--- src/rtl/i2c_cfg_pkg.sv ---
package i2c_cfg_pkg;
  typedef enum logic [2:0] {S_IDLE, S_RX, S_ACK, S_TX, S_MACK} slv_state_t;
  localparam logic [7:0] STAT_BUSY  = 8'h80;
  localparam logic [7:0] STAT_READY = 8'h01;
  localparam logic [7:0] TX_FILL    = 8'hFF;
  localparam int IND_BIT = 7;
  localparam int PTR_BIT = 6;
endpackage

--- src/rtl/i2c_cfg_sync.sv ---
module i2c_cfg_sync #(
  parameter int STAGES = 2
) (
  input  logic clk,
  input  logic rst,
  input  logic scl_i,
  input  logic sda_i,
  output logic scl_rise,
  output logic scl_fall,
  output logic start_det,
  output logic stop_det,
  output logic sda_s
);
  localparam int LINES = 2;  // index 1 = SCL, index 0 = SDA
  logic [LINES-1:0] raw;
  logic [LINES-1:0] sync_q [STAGES];
  logic [LINES-1:0] last_q;
  logic [LINES-1:0] cur;

  assign raw = {scl_i, sda_i};
  assign cur = sync_q[STAGES-1];

  always_ff @(posedge clk) begin
    if (rst) begin
      for (int i = 0; i < STAGES; i++) sync_q[i] <= '1;
      last_q <= '1;
    end else begin
      sync_q[0] <= raw;
      for (int i = 1; i < STAGES; i++) sync_q[i] <= sync_q[i-1];
      last_q <= cur;
    end
  end

  always_ff @(posedge clk) begin
    if (rst) begin
      scl_rise  <= 1'b0;
      scl_fall  <= 1'b0;
      start_det <= 1'b0;
      stop_det  <= 1'b0;
      sda_s     <= 1'b1;
    end else begin
      scl_rise  <= cur[1] & ~last_q[1];
      scl_fall  <= ~cur[1] & last_q[1];
      start_det <= cur[1] & last_q[1] & last_q[0] & ~cur[0];
      stop_det  <= cur[1] & last_q[1] & ~last_q[0] & cur[0];
      sda_s     <= cur[0];
    end
  end
endmodule

--- src/rtl/i2c_cfg_engine.sv ---
module i2c_cfg_engine
  import i2c_cfg_pkg::*;
#(
  parameter logic [6:0] DEV_ADDR = 7'h2C
) (
  input  logic       clk,
  input  logic       rst,
  input  logic       scl_rise,
  input  logic       scl_fall,
  input  logic       start_det,
  input  logic       stop_det,
  input  logic       sda_s,
  input  logic [7:0] tx_status,
  input  logic [7:0] tx_data,
  output logic       sda_oe,
  output logic       rx_stb,
  output logic [1:0] rx_idx,
  output logic [7:0] rx_byte,
  output logic       rd_req
);
  slv_state_t st;
  logic [3:0] bitcnt;
  logic [7:0] sh;
  logic       rw, addr_ph;
  logic [1:0] byte_cnt, tx_cnt;
  logic [7:0] next_tx;

  always_comb begin
    case (tx_cnt)
      2'd0:    next_tx = tx_status;
      2'd1:    next_tx = tx_data;
      default: next_tx = TX_FILL;
    endcase
  end

  always_ff @(posedge clk) begin
    if (rst) begin
      st <= S_IDLE; sda_oe <= 1'b0; rx_stb <= 1'b0; rd_req <= 1'b0;
      rx_idx <= '0; rx_byte <= '0; bitcnt <= '0; sh <= '0;
      rw <= 1'b0; addr_ph <= 1'b0; byte_cnt <= '0; tx_cnt <= '0;
    end else begin
      rx_stb <= 1'b0;
      rd_req <= 1'b0;
      if (start_det) begin
        st <= S_RX; addr_ph <= 1'b1; bitcnt <= '0;
        byte_cnt <= '0; tx_cnt <= '0; sda_oe <= 1'b0;
      end else if (stop_det) begin
        st <= S_IDLE; sda_oe <= 1'b0;
      end else begin
        case (st)
          S_RX: begin
            if (scl_rise && bitcnt != 4'd8) begin
              sh <= {sh[6:0], sda_s};
              bitcnt <= bitcnt + 4'd1;
            end else if (scl_fall && bitcnt == 4'd8) begin
              bitcnt <= '0;
              if (addr_ph) begin
                if (sh[7:1] == DEV_ADDR) begin
                  sda_oe <= 1'b1; st <= S_ACK; rw <= sh[0];
                  rd_req <= sh[0]; addr_ph <= 1'b0;
                end else begin
                  st <= S_IDLE;
                end
              end else begin
                sda_oe <= 1'b1; st <= S_ACK;
                rx_stb <= 1'b1; rx_idx <= byte_cnt; rx_byte <= sh;
                if (byte_cnt != 2'd2) byte_cnt <= byte_cnt + 2'd1;
              end
            end
          end
          S_ACK: begin
            if (scl_fall) begin
              bitcnt <= '0;
              if (rw) begin
                sda_oe <= ~next_tx[7];
                sh <= {next_tx[6:0], 1'b1};
                if (tx_cnt != 2'd2) tx_cnt <= tx_cnt + 2'd1;
                st <= S_TX;
              end else begin
                sda_oe <= 1'b0;
                st <= S_RX;
              end
            end
          end
          S_TX: begin
            if (scl_rise) begin
              bitcnt <= bitcnt + 4'd1;
            end else if (scl_fall) begin
              if (bitcnt == 4'd8) begin
                sda_oe <= 1'b0; st <= S_MACK;
              end else begin
                sda_oe <= ~sh[7];
                sh <= {sh[6:0], 1'b1};
              end
            end
          end
          S_MACK: if (scl_rise) st <= sda_s ? S_IDLE : S_ACK;
          default: st <= S_IDLE;
        endcase
      end
    end
  end

  // an idle slave (including after a foreign address) never drives SDA
  p_idle_quiet_r3: assert property (@(posedge clk) disable iff (rst)
    (st == S_IDLE) |-> !sda_oe);
  // a STOP returns the slave to idle with SDA released
  p_stop_release_r8: assert property (@(posedge clk) disable iff (rst)
    stop_det |=> (st == S_IDLE && !sda_oe));
  // during the master acknowledge slot SDA is released
  p_mack_release_r10: assert property (@(posedge clk) disable iff (rst)
    (st == S_MACK) |-> !sda_oe);
endmodule

--- src/rtl/i2c_cfg_regctl.sv ---
module i2c_cfg_regctl
  import i2c_cfg_pkg::*;
#(
  parameter int AW       = 7,   // at most 7: direct address comes from command bits
  parameter int BUSY_CYC = 16
) (
  input  logic          clk,
  input  logic          rst,
  input  logic          rx_stb,
  input  logic [1:0]    rx_idx,
  input  logic [7:0]    rx_byte,
  input  logic          rd_req,
  input  logic [7:0]    reg_rdata,
  output logic          reg_we,
  output logic          reg_re,
  output logic [AW-1:0] reg_addr,
  output logic [7:0]    reg_wdata,
  output logic [7:0]    tx_status,
  output logic [7:0]    tx_data,
  output logic          busy
);
  localparam int CW = $clog2(BUSY_CYC + 1);
  logic [CW-1:0] cnt;
  logic [7:0]    cmd;
  logic [AW-1:0] ptr;
  logic          fetch_q;

  assign busy = (cnt != '0);

  always_ff @(posedge clk) begin
    if (rst) begin
      reg_we <= 1'b0; reg_re <= 1'b0; reg_addr <= '0; reg_wdata <= '0;
      tx_status <= '0; tx_data <= '0; cnt <= '0; cmd <= '0;
      ptr <= '0; fetch_q <= 1'b0;
    end else begin
      reg_we  <= 1'b0;
      reg_re  <= 1'b0;
      fetch_q <= reg_re;
      if (cnt != '0) cnt <= cnt - 1'b1;
      if (rx_stb && rx_idx == 2'd0) cmd <= rx_byte;
      if (rx_stb && rx_idx == 2'd1) begin
        if (!cmd[IND_BIT]) begin
          reg_we <= 1'b1; reg_addr <= cmd[AW-1:0];
          reg_wdata <= rx_byte; cnt <= CW'(BUSY_CYC);
        end else if (cmd[PTR_BIT]) begin
          ptr <= rx_byte[AW-1:0];
        end else begin
          reg_we <= 1'b1; reg_addr <= ptr;
          reg_wdata <= rx_byte; cnt <= CW'(BUSY_CYC);
        end
      end
      if (rd_req) begin
        if (busy) begin
          tx_status <= STAT_BUSY; tx_data <= '0;
        end else begin
          tx_status <= STAT_READY; reg_re <= 1'b1; reg_addr <= ptr;
        end
      end
      if (fetch_q) tx_data <= reg_rdata;
    end
  end

  // write strobe is a single-cycle pulse
  p_we_pulse_r4: assert property (@(posedge clk) disable iff (rst)
    reg_we |=> !reg_we);
  // busy is up whenever a write strobe is issued
  p_busy_on_write_r7: assert property (@(posedge clk) disable iff (rst)
    reg_we |-> busy);
  // a read starting during busy reports busy status
  p_busy_status_r7: assert property (@(posedge clk) disable iff (rst)
    (rd_req && busy) |=> (tx_status == STAT_BUSY));
  // loading the pointer never strobes a register write
  p_ptr_quiet_r5: assert property (@(posedge clk) disable iff (rst)
    (rx_stb && rx_idx == 2'd1 && cmd[IND_BIT] && cmd[PTR_BIT]) |=> !reg_we);
  // read and write strobes never coincide
  p_no_overlap_r6: assert property (@(posedge clk) disable iff (rst)
    !(reg_we && reg_re));
endmodule

--- src/rtl/i2c_cfg_port.sv ---
module i2c_cfg_port #(
  parameter logic [6:0] DEV_ADDR = 7'h2C,
  parameter int         AW       = 7,
  parameter int         BUSY_CYC = 16,
  parameter int         STAGES   = 2
) (
  input  logic          clk,
  input  logic          rst,
  input  logic          scl_i,
  input  logic          sda_i,
  output logic          sda_drive_low,
  output logic          reg_we,
  output logic          reg_re,
  output logic [AW-1:0] reg_addr,
  output logic [7:0]    reg_wdata,
  input  logic [7:0]    reg_rdata,
  output logic          busy
);
  logic scl_rise, scl_fall, start_det, stop_det, sda_s;
  logic rx_stb, rd_req;
  logic [1:0] rx_idx;
  logic [7:0] rx_byte, tx_status, tx_data;

  i2c_cfg_sync #(.STAGES(STAGES)) u_sync (
    .clk(clk), .rst(rst), .scl_i(scl_i), .sda_i(sda_i),
    .scl_rise(scl_rise), .scl_fall(scl_fall), .start_det(start_det),
    .stop_det(stop_det), .sda_s(sda_s));

  i2c_cfg_engine #(.DEV_ADDR(DEV_ADDR)) u_engine (
    .clk(clk), .rst(rst), .scl_rise(scl_rise), .scl_fall(scl_fall),
    .start_det(start_det), .stop_det(stop_det), .sda_s(sda_s),
    .tx_status(tx_status), .tx_data(tx_data), .sda_oe(sda_drive_low),
    .rx_stb(rx_stb), .rx_idx(rx_idx), .rx_byte(rx_byte), .rd_req(rd_req));

  i2c_cfg_regctl #(.AW(AW), .BUSY_CYC(BUSY_CYC)) u_regctl (
    .clk(clk), .rst(rst), .rx_stb(rx_stb), .rx_idx(rx_idx),
    .rx_byte(rx_byte), .rd_req(rd_req), .reg_rdata(reg_rdata),
    .reg_we(reg_we), .reg_re(reg_re), .reg_addr(reg_addr),
    .reg_wdata(reg_wdata), .tx_status(tx_status), .tx_data(tx_data),
    .busy(busy));
endmodule

--- config.mk ---
export PLATFORM = sky130hd
export DESIGN_NAME = i2c_cfg_port
export DESIGN_NICKNAME = d
export VERILOG_FILES = /design/src/rtl/i2c_cfg_pkg.sv /design/src/rtl/i2c_cfg_sync.sv /design/src/rtl/i2c_cfg_engine.sv /design/src/rtl/i2c_cfg_regctl.sv /design/src/rtl/i2c_cfg_port.sv
export SDC_FILE = /design/constraint.sdc
export NUM_CORES = 1
export LEC_CHECK = 0
export BUFFER_PORTS_ARGS = -buffer_cell sky130_fd_sc_hd__buf_4
export CAP_MARGIN = 20
export CORE_MARGIN = 3
export CORE_UTILIZATION = 40
export DETAILED_ROUTE_END_ITERATION = 10
export PLACE_DENSITY_LB_ADDON = 0.3
export SETUP_SLACK_MARGIN = 0.1
export SYNTH_ARGS = -nofsm -noshare
export SYNTH_HDL_FRONTEND = slang
export SYNTH_SLANG_ARGS = --single-unit
--- constraint.sdc ---
create_clock -name clk -period 2 [get_ports clk]
set_input_delay 0.2 -clock clk [delete_from_list [all_inputs] [get_ports clk]]
set_output_delay 0.2 -clock clk [all_outputs]
set_load 0.05 [all_outputs]
After elaboration in Yosys (flattened, before gate mapping)
Memory sizes are Yosys's and may differ from the RTL's.
Index checks and enable logic that the tools add are counted.
{"block": "op_classes", "add_sub_neg": 4, "n_eq_ne": 34, "n_mux": 68, "n_bitwise": 24, "reduce_logical": 31}
{"operator": "$mux W8", "n": 12}
{"operator": "$mux W7", "n": 5}
{"operator": "$reduce_and A7 Y1", "n": 4}
{"operator": "$mux W1", "n": 25}
{"operator": "$ne A4 B4 Y1 const B", "n": 6}
{"operator": "$pmux W8 S3", "n": 1}
{"operator": "$ne A2 B2 Y1 const B", "n": 11}
{"operator": "$mux W3", "n": 7}
{"operator": "$mux W5", "n": 4}
{"operator": "$mux W4", "n": 4}
{"operator": "$pmux W8 S2", "n": 1}
{"operator": "$not A1 Y1", "n": 15}
{"operator": "$mux W2", "n": 6}
{"operator": "$pmux W3 S4", "n": 1}
{"operator": "$pmux W4 S3", "n": 1}
{"operator": "$reduce_and A6 Y1", "n": 2}
{"operator": "$ne A2 B1 Y1 const B", "n": 5}
{"operator": "$reduce_and A5 Y1", "n": 2}
{"operator": "$reduce_and A9 Y1", "n": 1}
{"operator": "$ne A4 B3 Y1 const B", "n": 2}
{"operator": "$reduce_bool A2 Y1", "n": 4}
{"operator": "$reduce_or A8 Y1", "n": 1}
{"operator": "$and A1 B1 Y1", "n": 7}
{"operator": "$eq A7 B6 Y1 const B", "n": 1}
{"operator": "other kinds (22)", "n": 33}
{"block": "word_totals", "ff_bits": 95, "mem_bits_rw": 4, "elab_cells": 191, "memories": 1}
{"memory": "u_sync.sync_q", "words": 2, "word_bits": 2, "read_ports": 2, "rd_clocked_by_memory_dff": 0, "write_ports": 2, "line_no": "i2c_cfg_sync.sv:16", "source": "logic [LINES-1:0] sync_q [STAGES];"}

Depth between registers and ports, before layout
{"block": "depth", "ltp_word": 8, "ltp_mapped": 8, "ltp_nobuf": 7}

Cells and area by module
Synthesis repeated with hierarchy kept, for this count alone.
{"block": "hier_totals", "hier_cells": 433, "hier_area_um2": 4046.4}
{"module": "i2c_cfg_engine", "n_inst": 1, "cells_each": 215, "area_each_um2": 1921.8}
{"module": "i2c_cfg_regctl", "n_inst": 1, "cells_each": 196, "area_each_um2": 1824.2}
{"module": "i2c_cfg_sync", "n_inst": 1, "cells_each": 22, "area_each_um2": 300.3}

Worst setup path after synthesis
Ideal clock, no wire load.
{"block": "synth_timing", "kind": "flip-flop to flip-flop", "from": "register u_regctl.cnt[0]", "to": "register u_regctl.tx_data[7]", "t_arrival_ps": 1717, "required_ps": 1935, "setup_slack_ps": 218, "path_stages_with_launch": 8, "n_path_buf": 0, "cell_sequence": "dfxtp_1 > inv_1 > ha_1 > nor4b_4 > inv_1 > a21oi_2 > a22oi_1 > nor2_1"}
{"block": "synth_between", "elab_chain_cells": 3}
{"element": "start, declared", "line_no": "i2c_cfg_regctl.sv:23", "source": "logic [CW-1:0] cnt;"}
{"element": "start signal, assigned", "line_no": "i2c_cfg_regctl.sv:39", "source": "if (cnt != '0) cnt <= cnt - 1'b1;"}
{"element": "start signal, assigned", "line_no": "i2c_cfg_regctl.sv:44", "source": "reg_wdata <= rx_byte; cnt <= CW'(BUSY_CYC);"}
{"element": "start signal, assigned", "line_no": "i2c_cfg_regctl.sv:49", "source": "reg_wdata <= rx_byte; cnt <= CW'(BUSY_CYC);"}
{"element": "$reduce_bool A5 Y1", "line_no": "i2c_cfg_regctl.sv:28", "source": "assign busy = (cnt != '0);"}
{"element": "via busy", "line_no": "i2c_cfg_port.sv:17", "source": "output logic busy"}
{"element": "$reduce_bool A2 Y1 (no line)"}
{"element": "$reduce_and A2 Y1 (no line)"}
{"element": "end signal, assigned", "line_no": "i2c_cfg_regctl.sv:59", "source": "if (fetch_q) tx_data <= reg_rdata;"}
{"element": "end, declared", "line_no": "i2c_cfg_regctl.sv:19", "source": "output logic [7:0] tx_data,"}
The timed path passes the listed nets, and every way through them passes these cells.
A chain may end at the register's enable or synchronous reset.

Final worst setup path
{"block": "layout_timing", "from": "register u_regctl.cnt[0]", "to": "output busy"}
{"block": "layout_between", "elab_chain_cells": 1}
{"element": "$reduce_bool A5 Y1", "line_no": "i2c_cfg_regctl.sv:28"}
{"element": "end, declared", "line_no": "i2c_cfg_port.sv:17"}
Every way passes these cells.

==> qor.csv <==
stage,metric,value,unit
routing,initial drt markers,220,
synth,Synth top area share,45.7,%
synth,Yosys top cell by area,dfxtp_1,
setup_path,CP Class,reg -> out,
finish,area grow syn2layout,17.3,%
power_and_ir_drop,PwrDens,786,nW/um^2
routing,WL final,8400,um
power_and_ir_drop,VDD IR-drop max,0.754,mV
power_and_ir_drop,LEAKAGE,0.00165,uW
routing,WL/cell,13.3,um
clock_tree,root buffer cell,clkbuf_8,
sta,Final min period,1770,ps
clock_tree,total clock sinks,92,
setup_path,Critical Path RT,1800,ps
job,max cap viols,0,
placed_design,placed cell area,4410,um^2
synth,Synth warnings,0,
finish,multi-input logic area,2050,um^2
finish,Final #Nets,512,
floorplan,I/O pin total,31,
hold_path,hold endpoint,u_sync.sync_q[0][0]$_SDFF_PP1_,
grt,global router's overall resource usage,15.6,%
grt,largest net degree at the start of global routing,59,
sta,Setup-failing EPs final,0,
synth,most numerous cell in the Yosys netlist,dfxtp_1,
routing,met2 routed WL,3830,um
floorplan,DIE AREA,11300,um^2
routing,vias per inst,5.10,
finish,fin util,48.4,%
routing,routed length on met3,271,um
placed_design,final RePlAce weighted congestion,0.867,
routing,DRT met1 WL,4180,um
routing,Residual DRC,0,
routing,DRT Pass-1 Iters,4,
clock_tree,H-tree depth,3,
finish,share of layout cells above drive strength 1,20.1,%
synth,Post-synth EDFFs,0,
floorplan,die height,106,um
grt,vias in the first global route,3088,
hold_path,Hold WC Path Type,in -> reg,
status,outcome,finished clean,
sta,Fin Setup TNS,0,ps
finish,Reg area,1850,um^2
sta,maximum clock rate,566,MHz
setup_path,CP max FO,4,
finish,FILL cells,935,
routing,uppermost routed layer,met4,
synth,Mapped Nets,474,
hold_path,worst hold start,sda_i,
sta,worst slew pin tran,607,ps
synth,Mapped Cells,454,
sta,Worst slew margin,59.5,%
grt,first-pass GRT wire length,14500,um
setup_path,reg2reg end,u_engine.sh[6]$_SDFFE_PP0P_,
synth,synth top area cells,"dfxtp_1 (46%), mux2i_1 (6.2%), a21oi_1 (5.6%)",
sta,RSZ-0062 raised after global routing,no,
floorplan,core area,9770,um^2
hold_path,hold path depth,2,
setup_path,Critical Path End Type,output port,
setup_path,Startpoint Class,flop,
synth,"Seq/Total Area, Yosys",45.7,%
synth,Synth cell types,57,
setup_path,R2R Path Start,u_engine.st[0]$_SDFFE_PP0P_,
sta,Max Clock Skew,12.0,ps
grt,gr ovfl total,0,
placed_design,port buffer count,30,
setup_path,Critical Path AT,1570,ps
sta,Max Transition Viols Final,0,
routing,via count,3216,
synth,number of synthesized register bits,92,
synth,cell area after synthesis,4030,um^2
placed_design,DP HPWL,5760,um
clock_tree,hold buffers post-CTS,0,
clock_tree,clk_lat worst skew,360,ps
setup_path,worst r2r path cells,7,
synth,top post-synthesis cells by count,"dfxtp_1 (92), nand2_1 (60), nor2_1 (57)",
clock_tree,CTS tree,built,
sta,final period utilization,88.4,%
sta,final hold vios,0,
finish,Layout Cell Area excl Fill,4730,um^2
finish,ANT cells,0,
setup_path,r2r setup slk,240,ps
floorplan,# rows,36,
floorplan,die span in x,106,um
synth,Avg Inst Size Synth,8.87,um^2
floorplan,starting density of the core,41.2,%
clock_tree,CTS Buf Count,9,
synth,ys flop type,dfxtp_1,
routing,post-detailed-route count of antenna-violating nets,0,
synth,fraction of registers with async set or reset after synthesis,0,%
clock_tree,"Reg clk slew, reported paths",100,ps
grt,initial antenna violation count,0,
clock_tree,maximum buffer depth of the clock tree,2,
registers in the layout (all words and copies together) (netlist names), 3 cells and up:
signal	count
u_engine.rx_byte	8
u_regctl.reg_addr	7
u_sync.sync_q	4
u_regctl.tx_data	8
u_regctl.cnt	5
u_engine.st	3
u_regctl.reg_wdata	8
u_engine.bitcnt	4
u_regctl.cmd	8
u_regctl.ptr	7
u_engine.sh	8
worst max-delay path, cell delays in order, from the launching register on:
cell and delay, ps:
dfxtp_1 330, inv_1 90, ha_1 210, nor4b_4 270, inv_2 100, buf_4 200
placed cells by master, fill, tap and decap left out, types with 2 or more instances in the layout:
cell / instances
mux2i_1: 25
o211ai_1: 8
xnor2_1: 8
nand2_1: 59
o21ai_0: 5
inv_6: 2
buf_4: 52
a221o_1: 2
and2_1: 2
nand3b_1: 5
nor2_2: 2
clkbuf_8: 10
nand3_1: 3
nand2_2: 2
nor3b_1: 5
a211oi_2: 2
nor4_1: 3
a2111oi_2: 2
a22oi_1: 8
inv_2: 3
dfxtp_1: 90
a211oi_1: 5
nand2b_1: 10
nand4_1: 2
nor3_1: 16
or2_2: 6
ha_1: 7
inv_1: 10
nor2_1: 56
a21oi_1: 45
nor2b_1: 8
power breakdown:
group | switching [uW] | total, uW | leakage, uW | internal, uW
combinational | 257 | 458 | 0.000794 | 201
sequential | 49.1 | 1930 | 0.000745 | 1880
clock | 697 | 1330 | 0.000106 | 633
area by class of cell:
cell class	count	share of cell area (%)
clock buffer	10	2.91
clock inverter	6	1.69
inverter	13	1.03
multi-input combinational	323	43.3
sequential	92	39.1
tap	133	3.52
timing repair buffer	53	8.50
repair_timing:
item / 4_1_cts / 5_1_grt
buffers inserted: 2 / 5
pin swaps: 0 / 4
resized for setup: 0 / 13
gates cloned: 0 / 1
endpoints found under the setup margin: 2 / 18
logic make-up after synthesis:
logic type	after synthesis	synth area share [%]
compound gates	89	15.1
xor+xnor	8	1.74
fa+ha+maj	8	2.48
buf+inv	39	4.25
flops	92	45.7
mux	25	6.21
simple gates	193	24.5
how the worst max path moves through the flow:
stage                                          from                           endpoint  slack (ps)  depth (start not counted)
CTS                 u_engine.bitcnt[0]$_SDFFE_PP0P_        u_engine.sh[2]$_SDFFE_PP0P_         160                          8
global placement    u_engine.bitcnt[0]$_SDFFE_PP0P_  u_engine.byte_cnt[1]$_SDFFE_PP0P_         210                          7
detailed placement  u_engine.bitcnt[0]$_SDFFE_PP0P_  u_engine.byte_cnt[1]$_SDFFE_PP0P_         110                          7
finish                   u_regctl.cnt[0]$_SDFF_PP0_                               busy         230                          5
global route             u_regctl.cnt[0]$_SDFF_PP0_                               busy         100                          5
floorplan                u_regctl.cnt[0]$_SDFF_PP0_   u_regctl.tx_data[7]$_SDFFE_PP0P_         220                          7
stage by stage:
stage,setup WS [ps],hold slack (ps),total power (uW),cells
detailed placement,110,387,2390,606
global placement,208,385,2370,606
floorplan,218,304,2280,454
CTS,157,0.513,3750,624
global route,103,8.41,3890,630
finish,232,20.8,3710,630
per-layer routing:
metal,vias to the layer above,track usage [%]
met2,56,24.1
met5,-,0
li1,1642,-
met4,0,5.55
met3,11,3.10
met1,1507,21.6
(Power assumes the default switching activity.)
